`src/rtl/cw_mul_pkg.sv`:
```
package cw_mul_pkg;

   function automatic int cw_min2(input int x, input int y);
      return (x < y) ? x : y;
   endfunction

   function automatic int cw_max2(input int x, input int y);
      return (x > y) ? x : y;
   endfunction

   // lowest multiplicand index that meets column k
   function automatic int cw_col_lo(input int k, input int wb);
      return cw_max2(0, k - wb + 1);
   endfunction

   // number of single-bit products falling into column k
   function automatic int cw_col_terms(input int k, input int wa, input int wb);
      int lo;
      int hi;
      lo = cw_col_lo(k, wb);
      hi = cw_min2(k, wa - 1);
      return (hi >= lo) ? (hi - lo + 1) : 0;
   endfunction

   // width of a column sum: at most m products plus a carry bounded by m
   function automatic int cw_sum_w(input int m);
      return $clog2(2 * m + 1);
   endfunction

endpackage

```
`src/rtl/cw_col_terms.sv`:
```
module cw_col_terms
   import cw_mul_pkg::*;
#(
   parameter int WA = 8,
   parameter int WB = 4,
   parameter int K  = 0,
   parameter int NT = 1
) (
   input  logic [WA-1:0] mcand,
   input  logic [WB-1:0] mplier,
   output logic [NT-1:0] terms
);
   localparam int LO = cw_col_lo(K, WB);

   if (NT != cw_col_terms(K, WA, WB)) begin : g_bad_nt
      $error("cw_col_terms: NT does not match column %0d", K);
   end

   for (genvar n = 0; n < NT; n++) begin : g_term
      localparam int IA = LO + n;
      localparam int IB = K - IA;
      assign terms[n] = mcand[IA] & mplier[IB];
   end

endmodule

```
`src/rtl/cw_col_adder.sv`:
```
module cw_col_adder #(
   parameter int NT        = 1,
   parameter int CW        = 2,
   parameter int MAXC      = 1,
   parameter bit COL_SPLIT = 1'b0
) (
   input  logic [NT-1:0] terms,
   input  logic [CW-1:0] cin,
   output logic          digit,
   output logic [CW-1:0] cout
);
   localparam int SW = CW + 1;
   localparam int NL = NT / 2;
   localparam int NH = NT - NL;

   logic [SW-1:0] total;

   if (CW < 1) begin : g_bad_cw
      $error("cw_col_adder: carry width must be at least 1");
   end

   if (!COL_SPLIT || NT < 2) begin : g_linear
      always_comb begin
         total = SW'(cin);
         for (int n = 0; n < NT; n++) begin
            total = total + SW'(terms[n]);
         end
      end
   end else begin : g_split
      logic [SW-1:0] cnt_lo;
      logic [SW-1:0] cnt_hi;
      always_comb begin
         cnt_lo = '0;
         for (int n = 0; n < NL; n++) begin
            cnt_lo = cnt_lo + SW'(terms[n]);
         end
      end
      always_comb begin
         cnt_hi = SW'(cin);
         for (int n = NL; n < NL + NH; n++) begin
            cnt_hi = cnt_hi + SW'(terms[n]);
         end
      end
      assign total = cnt_lo + cnt_hi;
   end

   assign digit = total[0];
   assign cout  = total[SW-1:1];

   always_comb begin
      if (int'(cin) <= MAXC) begin
         AST_CARRY_BOUND: assert (int'(cout) <= MAXC);
      end
   end

endmodule

```
`src/rtl/cw_mul.sv`:
```
module cw_mul
   import cw_mul_pkg::*;
#(
   parameter int WA        = 8,
   parameter int WB        = 4,
   parameter bit COL_SPLIT = 1'b0
) (
   input  logic [WA-1:0]    mcand,
   input  logic [WB-1:0]    mplier,
   output logic [WA+WB-1:0] prod
);
   localparam int WP   = WA + WB;
   localparam int NCOL = WP - 1;
   localparam int M    = cw_min2(WA, WB);
   localparam int SW   = cw_sum_w(M);
   localparam int CW   = SW - 1;

   if (WA < 2 || WB < 2) begin : g_bad_width
      $error("cw_mul: both operand widths must be at least 2");
   end

   logic [CW-1:0] carry [NCOL+1];
   assign carry[0] = '0;

   for (genvar k = 0; k < NCOL; k++) begin : g_col
      localparam int NT = cw_col_terms(k, WA, WB);
      logic [NT-1:0] terms;
      logic          dig;

      cw_col_terms #(
         .WA(WA), .WB(WB), .K(k), .NT(NT)
      ) u_terms (
         .mcand (mcand),
         .mplier(mplier),
         .terms (terms)
      );

      cw_col_adder #(
         .NT(NT), .CW(CW), .MAXC(M), .COL_SPLIT(COL_SPLIT)
      ) u_add (
         .terms(terms),
         .cin  (carry[k]),
         .digit(dig),
         .cout (carry[k+1])
      );

      assign prod[k] = dig;
   end

   assign prod[WP-1] = carry[NCOL][0];

   always_comb begin
      AST_TOP_CARRY: assert (int'(carry[NCOL]) <= 1);
      AST_LSB_VERTICAL: assert (prod[0] == (mcand[0] & mplier[0]));
      if (mcand == '0 || mplier == '0) begin
         AST_ZERO_OPERAND: assert (prod == '0);
      end
      if (mplier == WB'(1)) begin
         AST_UNIT_MPLIER: assert (prod == WP'(mcand));
      end
   end

endmodule

```
`config.mk`:
```
export PLATFORM = sky130hd
export DESIGN_NAME = cw_mul
export DESIGN_NICKNAME = d
export VERILOG_FILES = /design/src/rtl/cw_mul_pkg.sv /design/src/rtl/cw_col_terms.sv /design/src/rtl/cw_col_adder.sv /design/src/rtl/cw_mul.sv
export SDC_FILE = /design/constraint.sdc
export NUM_CORES = 1
export LEC_CHECK = 0
export BUFFER_PORTS_ARGS = -buffer_cell sky130_fd_sc_hd__buf_2
export CORE_UTILIZATION = 30
export DETAILED_ROUTE_END_ITERATION = 16
export REMOVE_ABC_BUFFERS = 1
export SETUP_SLACK_MARGIN = 0.05
export SYNTH_ARGS = -nofsm -noshare
export SYNTH_HDL_FRONTEND = slang
export SYNTH_SLANG_ARGS = --single-unit
```
`constraint.sdc`:
```
create_clock -name vclk -period 18.05
set_clock_uncertainty 0.2 [all_clocks]
set_input_delay 2.7075 -clock vclk [all_inputs]
set_output_delay 2.7075 -clock vclk [all_outputs]
set_load 0.01 [all_outputs]
```
# Word-level counts from Yosys, hierarchy flattened
# Index checks and enable logic that the tools add are counted.
[op_classes]
addsub = 30
bitwise_logic = 32
[ops]
columns = ["operator", "n"]
rows = [
  ["$add 4x1->4", 19],
  ["$and 1x1->1", 32],
  ["$add 3x1->4", 6],
  ["$add 3x1->3", 2],
  ["$add 1x1->2", 2],
  ["$add 2x1->2", 1],
]
[word_totals]
regBits = 0
in_bits = 12
output_inout_bits = 12

# Logic depth before layout (Yosys ltp)
[logic_depth]
word_depth = 31
depth_mapped = 38

# By module
# Synthesis repeated with hierarchy kept, for this count alone.
[hier_totals]
hier_cells = 142
area_unflattened_um2 = 1233.7
[modules_own_cells]
columns = ["mod", "n_inst", "cells_each", "area_per_inst_um2"]
rows = [
  ["cw_col_adder (g_col[3].u_add ...)", 5, 12, 113.9],
  ["cw_col_adder (g_col[2].u_add ...)", 2, 11, 100.1],
  ["cw_col_terms (g_col[3].u_terms ...)", 5, 4, 25.0],
  ["cw_col_adder (g_col[1].u_add ...)", 2, 4, 47.5],
  ["cw_mul", 1, 12, 86.3],
  ["cw_col_adder (g_col[0].u_add ...)", 2, 4, 41.3],
  ["cw_col_terms (g_col[2].u_terms ...)", 2, 3, 18.8],
  ["cw_col_terms (g_col[1].u_terms ...)", 2, 2, 12.5],
  ["cw_col_terms (g_col[0].u_terms ...)", 2, 1, 6.3],
]

# Least setup slack after synthesis
# OpenSTA, ideal clock, no wires.
[synth_timing]
kind = "input to output"
from = "input mcand[0]"
to = "output prod[10]"
t_arrival_ps = 13812
required_ps = 15142
setup_slack_ps = 1331
cell_stages = 38
n_path_buf = 1
path_cell_list = "and2_1 -> ha_1 -> ha_1 -> fa_1 -> ha_1 -> fa_1 -> inv_1 -> fa_1 -> fa_1 -> inv_1 -> fa_1 -> inv_1 -> fa_1 -> fa_1 -> inv_1 -> fa_1 -> inv_1 -> fa_1 -> (+2 left out) -> fa_1 -> inv_1 -> fa_1 -> fa_1 -> inv_1 -> fa_1 -> inv_1 -> fa_1 -> inv_1 -> fa_1 -> fa_1 -> ha_1 -> inv_1 -> fa_1 -> fa_1 -> fa_1 -> inv_1 -> buf_4"
[synth_between]
elab_chain_len = 31
[synth_rtl]
columns = ["element", "line_no", "rtl"]
rows = [
  ["start, declared", "cw_mul.sv:8", "input logic [WA-1:0] mcand,"],
  ["$and 1x1->1", "cw_col_terms.sv:22", "assign terms[n] = mcand[IA] & mplier[IB];"],
  ["$add 1x1->2 (2 in series)", "cw_col_adder.sv:26", "total = total + SW'(terms[n]);"],
  ["$add 4x1->4 (2 in series)", "cw_col_adder.sv:26", ""],
  ["$add 3x1->4 *", "cw_col_adder.sv:26", ""],
  ["$add 4x1->4 * (3 in series)", "cw_col_adder.sv:26", ""],
  ["$add 3x1->4 *", "cw_col_adder.sv:26", ""],
  ["$add 4x1->4 * (3 in series)", "cw_col_adder.sv:26", ""],
  ["$add 3x1->4 *", "cw_col_adder.sv:26", ""],
  ["$add 4x1->4 * (3 in series)", "cw_col_adder.sv:26", ""],
  ["$add 3x1->4 *", "cw_col_adder.sv:26", ""],
  ["$add 4x1->4 * (3 in series)", "cw_col_adder.sv:26", ""],
  ["$add 3x1->4 *", "cw_col_adder.sv:26", ""],
  ["$add 4x1->4 * (3 in series)", "cw_col_adder.sv:26", ""],
  ["$add 3x1->4 *", "cw_col_adder.sv:26", ""],
  ["$add 4x1->4 * (2 in series)", "cw_col_adder.sv:26", ""],
  ["$add 3x1->3 * (2 in series)", "cw_col_adder.sv:26", ""],
  ["$add 2x1->2 *", "cw_col_adder.sv:26", ""],
  ["end, declared", "cw_mul.sv:10", "output logic [WA+WB-1:0] prod"],
]
# Every way passes the cells marked *; elsewhere a longest branch is shown, timed or not.

# Worst setup path in the final report
[layout_timing]
from = "input mplier[1]"
to = "output prod[10]"
[layout_between]
elab_chain_len = 31
[layout_rtl]
columns = ["element", "line_no", "rtl"]
rows = [
  ["start, declared", "cw_mul.sv:9", "input logic [WB-1:0] mplier,"],
  ["$and 1x1->1", "cw_col_terms.sv:22", ""],
  ["$add 1x1->2 (2 in series)", "cw_col_adder.sv:26", ""],
  ["$add 4x1->4 (2 in series)", "cw_col_adder.sv:26", ""],
  ["$add 3x1->4", "cw_col_adder.sv:26", ""],
  ["$add 4x1->4 (3 in series)", "cw_col_adder.sv:26", ""],
  ["$add 3x1->4", "cw_col_adder.sv:26", ""],
  ["$add 4x1->4 (3 in series)", "cw_col_adder.sv:26", ""],
  ["$add 3x1->4", "cw_col_adder.sv:26", ""],
  ["(+4 left out)", "-", ""],
  ["$add 4x1->4 (3 in series)", "cw_col_adder.sv:26", ""],
  ["$add 3x1->4", "cw_col_adder.sv:26", ""],
  ["$add 4x1->4 (3 in series)", "cw_col_adder.sv:26", ""],
  ["$add 3x1->4", "cw_col_adder.sv:26", ""],
  ["$add 4x1->4", "cw_col_adder.sv:26", ""],
  ["$add 4x1->4 *", "cw_col_adder.sv:26", ""],
  ["$add 3x1->3 * (2 in series)", "cw_col_adder.sv:26", ""],
  ["$add 2x1->2 *", "cw_col_adder.sv:26", ""],
]
# Marked as above.

==> reports/results.txt <==
crit path DAT: 14,280 ps
drt via density: 4.19
Logic pwr share: 1.000
row count: 18
Final Hold Viols: 0
Setup TNS: 0 ps
Hold Path Depth: 3
Syn Inst Count: 94
CP max-delay cell: fa_1
Port Buffers: 24
all-layer global routing usage: 0.117
Max FO, Critical Path: 8
delay-heaviest family, CP: adder cells
main area contributors after synthesis: fa_1, and2_1, inv_1
period utilization: 0.952
crit-path most repeated cell: fa_1
Worst Setup Start Kind: primary input
Max rail drop VDD: 0.0370 mV
IO Pins: 24
sequential cell count: 0
largest area contributor in the netlist: fa_1
Finished Cell Area: 877 sq um
most frequent cells after synthesis: inv_1, fa_1, and2_1
Pwr Density: 64.3 mW/mm^2
WL/cell: 9.93 um
worst hold endpoint: prod[0]
Vias: 574
Worst-Margin Slew: 157 ps
CTS hold repair buffers: 0
Iter 0 DRT Violations: 1
die area: 0.00288 sq mm
worst hold path type: primary input to output port
sequential fraction of the synthesis area: 0
nets: 145
sequential power share: 0
Synthesis Warnings: 0
Register Area: 0 sq um
max-cap violations: 0
P_int: 0.0000243 W
min Tclk post-route: 17,180 ps
Design Power: 0.0000564 W
Post-CTS Setup Bufs: 0
CP Class: primary input to output port
synthesized area per cell: 8.53 sq um
CP required: 15,140 ps
status: completed
GPL Wtd Cong: 0.701
Synth cell types: 6
hold_sp: mcand[0]
Bufs and invs on worst path: 14
clk_buf instances: 0
grt total ovfl: 0
crit path capture type: output port
Starting Density: 0.321
drt pass-1 iters: 2
fmax: 58.2 MHz
Clk pwr share: 0
Setup violations, final: 0
# diodes: 0
switching share of power: 0.569
synthesized cell area: 802 sq um
first-pass GRT wire length: 2530 um
Area Growth Syn to Fin: 9.36%
share of cells above drive strength 1: 0.224
cts repair resizes: 0
Core ar.: 0.00250 sq mm
vias in the first global route: 584
Worst slew margin: 0.895
final WL: 1360 um
Critical Path Stages: 39
initial antenna violation count: 0
CP peak stage delay: 570 ps
Leakage Power: 0.479 nW
placed cell area: 877 sq um
largest net degree at the start of global routing: 9
die extent in y: 53.7 um
most frequent cell after synthesis: inv_1
top-area cell type share of the netlist area: 0.499
post-DP HPWL: 1250 um
Max Slew Vio Count: 0
DRT antenna net count: 0
Die X-Extent: 53.7 um
Post-route DRC: 0
RSZ-0062 raised after global routing: false
Psw: 0.0000321 W
## cell type report
| cell class | count | area (sq um) |
|---|---|---|
| inverter | 27 | 101 |
| timing repair buffer | 24 | 120 |
| fill | 287 | 1620 |
| tap | 30 | 37.5 |
| multi-input combinational | 56 | 618 |
## tightest hold or removal path, delay by kind of cell
kind          cells  cell delay, ps
simple gates      1             120
buf+inv           2             220
## layer usage
metal	routed length (um)	track usage	share of wire
met5	0	0	0
met4	14	0.0175	0.010
met3	42	0.00565	0.031
met2	749	0.216	0.55
met1	554	0.150	0.41
## power by group through the flow
stage,registers [W],logic (W),clock network [W]
final,0,0.0000564,0
after global routing,0,0.0000689,0
after CTS,0,0.0000589,0
after detailed placement,0,0.0000583,0
after global placement,0,0.0000565,0
after floorplan,0,0.0000386,0
## cells by family (layout without fill, tap and decap cells)
group,Yosys count,count (layout),share of synthesized area
adder cells (fa/ha/maj),24,24,0.562
buffers and inverters,38,51,0.229
AND/OR/NAND/NOR,32,32,0.209
## through the flow
stage	cells	setup WS, ps	hold slack (ps)	utilization
after floorplan	83	1430	5360	-
after global placement	137	945	5540	0.351
after detailed placement	137	822	5550	0.351
after CTS	137	786	5550	0.351
after global routing	137	399	5600	0.351
final	137	867	5550	0.351
## worst max-delay path by stage
stage          startpoint  endpoint  slack, ps
2_1_floorplan    mcand[0]  prod[10]       1430
6_report        mplier[1]  prod[10]        870
3_5_place_dp    mplier[0]  prod[10]        820
4_1_cts         mplier[0]  prod[10]        790
5_1_grt         mplier[0]  prod[10]        400
3_3_place_gp    mplier[1]  prod[10]        940
## cells in the final DEF (no fill, tap or decap), drive strengths merged
cell type	instances
fa	20
nand2	13
buf	24
and2	19
ha	4
inv	27
Power figures use the tool's default switching activity.
